==> config.mk <==
export PLATFORM = sky130hd
export DESIGN_NAME = intr_entry_ctrl
export DESIGN_NICKNAME = d
export VERILOG_FILES = /design/src/rtl/intr_entry_pkg.sv /design/src/rtl/intr_rst_sync.sv /design/src/rtl/intr_line_reg.sv /design/src/rtl/intr_arbiter.sv /design/src/rtl/intr_entry_regs.sv /design/src/rtl/intr_entry_ctrl.sv
export SDC_FILE = /design/constraint.sdc
export NUM_CORES = 1
export LEC_CHECK = 0
export BUFFER_PORTS_ARGS = -buffer_cell sky130_fd_sc_hd__buf_2
export CORE_MARGIN = 2
export CORE_UTILIZATION = 30
export DETAILED_ROUTE_END_ITERATION = 8
export PLACE_DENSITY = 0.5
export RECOVER_POWER = 100
export SYNTH_ARGS = -nofsm -noshare
export SYNTH_HDL_FRONTEND = slang
export SYNTH_HIERARCHICAL = 1
export SYNTH_SLANG_ARGS = --single-unit
==> constraint.sdc <==
create_clock -name clk -period 1.6 [get_ports clk]
set_input_delay 0.32 -clock clk [delete_from_list [all_inputs] [get_ports clk]]
set_output_delay 0.32 -clock clk [all_outputs]
set_load 0.005 [all_outputs]
==> src/rtl/intr_entry_pkg.sv <==
package intr_entry_pkg;
  typedef enum logic [1:0] {
    MODE_NONE = 2'b00,
    MODE_FIQ  = 2'b01,
    MODE_IRQ  = 2'b10,
    MODE_MON  = 2'b11
  } entry_mode_e;

  localparam int unsigned NUM_LINES = 2;
  localparam int unsigned LINE_FIQ  = 0;
  localparam int unsigned LINE_IRQ  = 1;
endpackage

==> src/rtl/intr_rst_sync.sv <==
module intr_rst_sync #(
  parameter int unsigned STAGES = 2
) (
  input  logic clk,
  input  logic rst_n,
  output logic rst_n_sync
);
  logic [STAGES-1:0] chain_q;

  always_ff @(posedge clk or negedge rst_n) begin
    if (!rst_n) chain_q <= '0;
    else        chain_q <= {chain_q[STAGES-2:0], 1'b1};
  end

  assign rst_n_sync = chain_q[STAGES-1];
endmodule

==> src/rtl/intr_line_reg.sv <==
module intr_line_reg #(
  parameter int unsigned WIDTH = 2
) (
  input  logic             clk,
  input  logic             rst_n,
  input  logic [WIDTH-1:0] line_n,
  output logic [WIDTH-1:0] pend_q
);
  logic [WIDTH-1:0] pend_d;

  for (genvar g = 0; g < WIDTH; g++) begin : g_line
    // active-low level becomes active-high pending
    assign pend_d[g] = ~line_n[g];

    always_ff @(posedge clk or negedge rst_n) begin
      if (!rst_n) pend_q[g] <= 1'b0;
      else        pend_q[g] <= pend_d[g];
    end
  end
endmodule

==> src/rtl/intr_arbiter.sv <==
module intr_arbiter
  import intr_entry_pkg::*;
(
  input  logic        pend_fiq,
  input  logic        pend_irq,
  input  logic        flag_f,
  input  logic        flag_i,
  input  logic        nonsecure,
  input  logic        cfg_fiq_lock_n,
  input  logic        cfg_fiq_to_mon,
  input  logic        cfg_irq_to_mon,
  output logic        hit,
  output logic        hit_fiq,
  output entry_mode_e hit_mode,
  output logic        hit_f,
  output logic        hit_i
);
  logic fiq_unmaskable;
  logic fiq_elig;
  logic irq_elig;

  always_comb begin
    fiq_unmaskable = nonsecure & ~cfg_fiq_lock_n;
    fiq_elig       = pend_fiq & (~flag_f | fiq_unmaskable);
    irq_elig       = pend_irq & ~flag_i;

    hit      = fiq_elig | irq_elig;
    hit_fiq  = fiq_elig;
    hit_mode = MODE_NONE;
    hit_f    = flag_f;
    hit_i    = flag_i;

    if (fiq_elig) begin
      hit_mode = cfg_fiq_to_mon ? MODE_MON : MODE_FIQ;
      hit_f    = 1'b1;
      hit_i    = 1'b1;
    end else if (irq_elig) begin
      hit_mode = cfg_irq_to_mon ? MODE_MON : MODE_IRQ;
      hit_i    = 1'b1;
    end
  end
endmodule

==> src/rtl/intr_entry_regs.sv <==
module intr_entry_regs
  import intr_entry_pkg::*;
#(
  parameter int unsigned ADDR_W   = 32,
  parameter int unsigned LINK_OFS = 4
) (
  input  logic              clk,
  input  logic              rst_n,
  input  logic              boundary,
  input  logic              hit,
  input  logic              hit_fiq,
  input  entry_mode_e       hit_mode,
  input  logic              hit_f,
  input  logic              hit_i,
  input  logic [ADDR_W-1:0] next_pc,
  output logic              take_q,
  output logic              fiq_q,
  output entry_mode_e       mode_q,
  output logic              f_q,
  output logic              i_q,
  output logic [ADDR_W-1:0] link_q
);
  localparam logic [ADDR_W-1:0] OFS = ADDR_W'(LINK_OFS);

  logic              take_d;
  logic              fiq_d;
  entry_mode_e       mode_d;
  logic              f_d;
  logic              i_d;
  logic [ADDR_W-1:0] link_d;
  logic              load_en;
  logic              mode_en;

  always_comb begin
    load_en = boundary & hit;
    mode_en = boundary;
    take_d  = load_en;
    mode_d  = hit ? hit_mode : MODE_NONE;
    fiq_d   = hit_fiq;
    f_d     = hit_f;
    i_d     = hit_i;
    link_d  = next_pc + OFS;
  end

  always_ff @(posedge clk or negedge rst_n) begin
    if (!rst_n) begin
      take_q <= 1'b0;
      mode_q <= MODE_NONE;
      fiq_q  <= 1'b0;
      f_q    <= 1'b0;
      i_q    <= 1'b0;
      link_q <= '0;
    end else begin
      take_q <= take_d;
      if (mode_en) mode_q <= mode_d;
      if (load_en) begin
        fiq_q  <= fiq_d;
        f_q    <= f_d;
        i_q    <= i_d;
        link_q <= link_d;
      end
    end
  end
endmodule

==> src/rtl/intr_entry_ctrl.sv <==
module intr_entry_ctrl
  import intr_entry_pkg::*;
#(
  parameter int unsigned ADDR_W     = 32,
  parameter int unsigned LINK_OFS   = 4,
  parameter int unsigned RST_STAGES = 2
) (
  input  logic              clk,
  input  logic              rst_n,
  input  logic              fiq_req_n,
  input  logic              irq_req_n,
  input  logic              boundary,
  input  logic [ADDR_W-1:0] next_pc,
  input  logic              flag_f,
  input  logic              flag_i,
  input  logic              nonsecure,
  input  logic              cfg_fiq_lock_n,
  input  logic              cfg_fiq_to_mon,
  input  logic              cfg_irq_to_mon,
  output logic              take,
  output logic              take_fiq,
  output logic [1:0]        tgt_mode,
  output logic              new_flag_f,
  output logic              new_flag_i,
  output logic [ADDR_W-1:0] link_addr
);
  logic                 rst_n_s;
  logic [NUM_LINES-1:0] lines_n;
  logic [NUM_LINES-1:0] pend;
  logic                 hit;
  logic                 hit_fiq;
  entry_mode_e          hit_mode;
  logic                 hit_f;
  logic                 hit_i;
  entry_mode_e          mode_q;

  assign lines_n[LINE_FIQ] = fiq_req_n;
  assign lines_n[LINE_IRQ] = irq_req_n;

  intr_rst_sync #(.STAGES(RST_STAGES)) u_rst (
    .clk        (clk),
    .rst_n      (rst_n),
    .rst_n_sync (rst_n_s)
  );

  intr_line_reg #(.WIDTH(NUM_LINES)) u_lines (
    .clk    (clk),
    .rst_n  (rst_n_s),
    .line_n (lines_n),
    .pend_q (pend)
  );

  intr_arbiter u_arb (
    .pend_fiq       (pend[LINE_FIQ]),
    .pend_irq       (pend[LINE_IRQ]),
    .flag_f         (flag_f),
    .flag_i         (flag_i),
    .nonsecure      (nonsecure),
    .cfg_fiq_lock_n (cfg_fiq_lock_n),
    .cfg_fiq_to_mon (cfg_fiq_to_mon),
    .cfg_irq_to_mon (cfg_irq_to_mon),
    .hit            (hit),
    .hit_fiq        (hit_fiq),
    .hit_mode       (hit_mode),
    .hit_f          (hit_f),
    .hit_i          (hit_i)
  );

  intr_entry_regs #(.ADDR_W(ADDR_W), .LINK_OFS(LINK_OFS)) u_regs (
    .clk      (clk),
    .rst_n    (rst_n_s),
    .boundary (boundary),
    .hit      (hit),
    .hit_fiq  (hit_fiq),
    .hit_mode (hit_mode),
    .hit_f    (hit_f),
    .hit_i    (hit_i),
    .next_pc  (next_pc),
    .take_q   (take),
    .fiq_q    (take_fiq),
    .mode_q   (mode_q),
    .f_q      (new_flag_f),
    .i_q      (new_flag_i),
    .link_q   (link_addr)
  );

  assign tgt_mode = mode_q;
endmodule

; After elaboration in Yosys (flattened, before gate mapping)
; Cells that the tools add are included.
[totals]
mem_bits_ro = 0
mem_count = 0
mem_bits_rw = 0
regBits = 42
wordCells = 29
latch_bits = 0
input_bits = 43
out_inout_bits = 38
[classes]
n_bitwise = 11
div_mod_pow = 0
n_addsub = 1
n_lt_le_gt_ge = 0
mul = 0
shifts = 0
eq_ne = 0
reduce_logical = 0
n_mux = 8
[ops]
columns = operator, n
row1 = 32-bit by 3-bit adder with 32-bit output (second input constant), 1
row2 = 2-bit 2-to-1 mux, 4
row3 = 1-bit NOT, 5
row4 = 1-bit bitwise AND, 4
row5 = 1-bit 2-to-1 mux, 4
row6 = 1-bit bitwise OR, 2

; Longest topological paths before layout
[depth]
depth_word = 6
ltp_mapped = 9
ltp_nobuf = 7

; Cells and area by module
; Netlist, hierarchy kept.
[modules_own_cells]
columns = module, cells_each, n_inst, area_per_inst_um2
row1 = intr_entry_regs, 225, 1, 2016.9
row2 = intr_arbiter, 8, 1, 81.3
row3 = intr_line_reg, 4, 1, 57.6
row4 = intr_rst_sync, 3, 1, 53.8

; Least setup slack after synthesis
; Ideal clock, no wire load.
[synth_path]
kind = register -> register
start = register u_lines.pend_q[0]
end = register u_regs.link_q[2]
setup_ns = 0.134
path_buffers = 3
stages_incl_launch_ff = 8
slack_ns = -0.220
arrival_ns = 1.686
required_time_ns = 1.466
path_cell_list = dfrtp_1 > a21boi_4 > or2_1 > nand2_1 > clkbuf_1 > clkbuf_1 > clkbuf_1 > o21ai_0
[synth_between]
elab_chain_len = 3
[synth_lines]
columns = item, line_no
row1 = "start, declared", intr_line_reg.sv:7  ; output logic [WIDTH-1:0] pend_q
row2 = "start signal, assigned by index", intr_line_reg.sv:17  ; else pend_q[g] <= pend_d[g];
row3 = 1-bit bitwise AND, intr_arbiter.sv:24  ; fiq_elig = pend_fiq & (~flag_f | fiq_unmaskable);
row4 = net hit_fiq, intr_entry_ctrl.sv:31  ; logic hit_fiq;
row5 = 1-bit bitwise OR, intr_arbiter.sv:27  ; hit = fiq_elig | irq_elig;
row6 = net hit, intr_entry_ctrl.sv:30  ; logic hit;
row7 = 1-bit bitwise AND, intr_entry_regs.sv:35  ; load_en = boundary & hit;
row8 = "end signal, assigned", intr_entry_regs.sv:60  ; link_q <= link_d;
row9 = "end, declared", intr_entry_regs.sv:21  ; output logic [ADDR_W-1:0] link_q
; The timed path passes the listed nets, and every way through them passes these cells.
; A chain may end at the register's enable or synchronous reset.

; Worst setup path after layout
[layout_path]
start = register u_lines.pend_q[0]
end = register u_regs.link_q[30]
; Same word-level chain as after synthesis.

==> summary.txt <==
Status
  – Status: completed

Logic synthesis
  – #FFs+latches synth: 42
  – Number of synthesized flops with an enable pin: 0
  – Post-Synth Simple-Gate Area: 29.7%
  – Area leader, netlist: dfrtp_1
  – Syn Std Cell Area: 2210 µm²
  – Synth Area in Adders: less than 1%
  – Top_reg_cell synth: dfrtp_1
  – Mapped Nets: 284
  – Share of the synthesized area in the top cell type: 47.6%
  – Mux cell area share after synthesis: 0.680%
  – Unique masters post-synth: 38
  – Syn_area_per_cell: 9.21 µm²
  – Ys async rst share: 100%
  – Compound-Gate Fraction of Synth Area: 11.7%
  – Most instantiated cells after synthesis: nand2_1, dfrtp_1, o21ai_0, nand3_1, clkbuf_1
  – Ys Warns: 6
  – XOR/XNOR share of the synthesized area: 5.95%
  – Post-synthesis cell count: 240
  – Main combinational cell family by area after synthesis: simple AND/OR/NAND/NOR gates
  – Most common cell in the netlist: nand2_1
  – Ranking of synthesized cells by area: dfrtp_1, nand2_1, o21ai_0, nand3_1, or4_1
  – Seq/Total Area, Yosys: 47.6%

Worst setup path
  – Worst Path Max Fanout: 4
  – Arr. time, crit path: approximately 1.8 ns
  – Worst Path Required: 1.78 ns
  – WP buf/inv: 2
  – Reg2reg path depth: 7
  – Worst Setup EP: u_regs/link_q[30]
  – CP startpoint: u_lines/pend_q[0]
  – Crit end category: register
  – Worst Setup Start Kind: register
  – Reg-to-reg startpoint: u_lines/pend_q[0]
  – CP Class: register to register
  – Cell family with most CP delay: compound AO/OA/AOI/OAI gates
  – Worst path max stage delay: 0.38 ns
  – CP Cell Sequence: a21boi_4 > or2_4 > nand2_8 > clkbuf_16 > inv_8 > o311a_1 > a211o_1
  – WP depth: 7
  – Setup slack, reg-to-reg: between 0.009 and 0.01 ns
  – RR Endpoint: u_regs/link_q[30]
  – Slowest-stage cell, CP: dfrtp_1

Detailed routing
  – Routed len/inst: 13.5 µm
  – Routed Antenna Nets: 0
  – DRC Markers: 0
  – DR pass1 iterations: 5
  – Vias: 2,266
  – Routed Wire Length: 6.42 mm
  – Starting DRT DRC Count: 50
  – Avg Vias per Cell: ~4.8

Cells and area
  – Final net count: 420
  – Multi-input logic area: 1170 µm²
  – Util after Layout: 47.4%
  – Inserted Diodes: 0
  – Filler Cells Inserted: 720
  – Share of cells above drive strength 1: approximately two fifths
  – Area growth syn-to-layout: 53.9%
  – Storage element area: roughly 1100 µm²

Worst hold path
  – Worst Hold Class: input pin to register
  – Hold Crit Start: fiq_req_n

Power and ir drop
  – VDD IR-drop max: 549 µV
  – Leak pwr: 1.59 nW
  – Total power: 2.81 mW
  – Pwr Density: 828 nW/µm²

Floorplan
  – FP Rows: 31
  – Initial Utilization: 30.8%
  – # IOs: about 80
  – Die area: ~8100 µm²
  – Die width: 89.8 µm
  – Placeable Area: 7180 µm²
  – Chip height: around 90 µm

Clock tree
  – Clk_lat worst skew: 0.29 ns
  – Clock Sink Count: 42
  – CTS H-tree lvls: 2
  – CTS root buf: clkbuf_8
  – Clk slew on worst S/H paths: 0.09 ns
  – Cts bufs inserted: 5
  – Clock Path Buffers: 2
  – CTS tree: built

Placed design
  – Port bufs: 80
  – GPL Wtd Cong: between 0.7 and 0.8
  – Post-DP HPWL: 4.91 mm

STA
  – Hold Violations, Final: 0
  – Period utilization: approximately 99%
  – Final Slew Violations: 0
  – Final setup fails: 0
  – F_max: roughly 0.63 GHz
  – Worst Max-Slew Pin Slew: just under 0.7 ns
  – Rel. slew slack: roughly 55%
  – Total Neg Setup Slack: 0 ns
  – Min cycle time layout: between 1.5 and 2 ns
  – RSZ-0062 raised after global routing: yes
  – Worst Skew: 0.00863 ns

GRT
  – Remaining global-route overflow: 0
  – Largest net degree at the start of global routing: 25
  – Initial antenna violation count: 0
  – GRT Util Overall: 16.5%
  – Vias in the first global route: 2,242
  – First-pass GRT wire length: 11.0 mm

Flow run
  – Maxcap violations: 0
stage by stage:
| stage | area, µm² | setup slack, ns | hold WS (ns) | instances |
|---|---|---|---|---|
| detailed placement | 3140 | -0.186 | 0.109 | 460 |
| global placement | 3140 | -0.176 | 0.106 | 460 |
| finish | 3400 | 0.00941 | 0.150 | 476 |
| global route | 3400 | -0.0407 | 0.155 | 476 |
| CTS | 3320 | 0.00614 | 0.140 | 471 |
| floorplan | 2260 | -0.0335 | 0.0244 | 240 |
flip-flops by register name, summed over array words and instances (netlist names):
signal,flops
u_regs/take_q,1
u_lines/pend_q,2
u_regs/link_q,32
u_rst/chain_q,2
u_regs/fiq_q,1
u_regs/mode_q,2
u_regs/f_q,1
u_regs/i_q,1
placed cells by master (no fill, tap or decap), types with 2 or more instances in the layout:
cell type,n
a31oi_1,4
clkbuf_8,5
or4_1,6
inv_1,7
xnor2_1,8
nand4_1,10
nand3_1,14
buf_4,54
nand2_1,48
nand3_2,4
xor2_1,7
or4_4,6
nor2_1,5
o211ai_1,7
o21ai_0,19
and4_1,7
nor4_1,5
clkbuf_1,17
or3_1,2
o31a_1,2
dfrtp_1,42
o31ai_1,3
buf_6,3
buf_2,64
layer usage:
layer | GRT usage (%) | wire [µm] | vias to the layer above
met5 | 0 | 0 | -
met4 | 2.69 | 34 | 0
met3 | 3.52 | 264 | 4
met2 | 27.3 | 3020 | 59
met1 | 22.8 | 3090 | 1070
li1 | - | - | 1133
worst register-to-register path: cells and delay by family, from the launching register on:
family / cells / cell delay (ns)
simple gates: 2 / 0.39
buf+inv: 2 / 0.20
flops: 1 / 0.38
compound gates: 3 / 0.52
worst min path at each step:
stage,to,cells past startpoint
6_report,u_lines/pend_q[0],2
5_1_grt,u_lines/pend_q[0],2
4_1_cts,u_lines/pend_q[0],2
3_5_place_dp,u_rst/chain_q[0],1
3_3_place_gp,u_rst/chain_q[0],1
2_1_floorplan,u_rst/chain_q[0],0
timing repair:
item                                   CTS  global route
hold buffers                             1             0
setup buffers                            1             4
endpoints found under the hold margin    2             0
setup endpoints to repair                4            15
pin swaps                                4            13
gates cloned                             1             1
gates resized for setup                  6            17
report_power, final:
part	switching [mW]	internal [mW]
combinational	0.324	0.337
sequential	0.0866	1.21
clock	0.385	0.468
total	0.795	2.02
layout make-up:
type	count	share of cell area, %
timing repair buffer	142	26.6
multi-input combinational	177	34.4
sequential	42	30.9
clock inverter	3	1.29
inverter	8	1.10
clock buffer	5	2.02
tap	99	3.64
logic make-up (layout without fill, tap and decap cells):
logic type | Yosys count | after routing
AO/OA/AOI/OAI | 39 | 39
XOR/XNOR | 15 | 15
adder cells (fa/ha/maj) | 1 | 1
buffers and inverters | 21 | 158
flip-flops | 42 | 42
multiplexers | 1 | 1
other | 1 | 1
AND/OR/NAND/NOR | 120 | 120
Power figures use the tool's default switching activity.
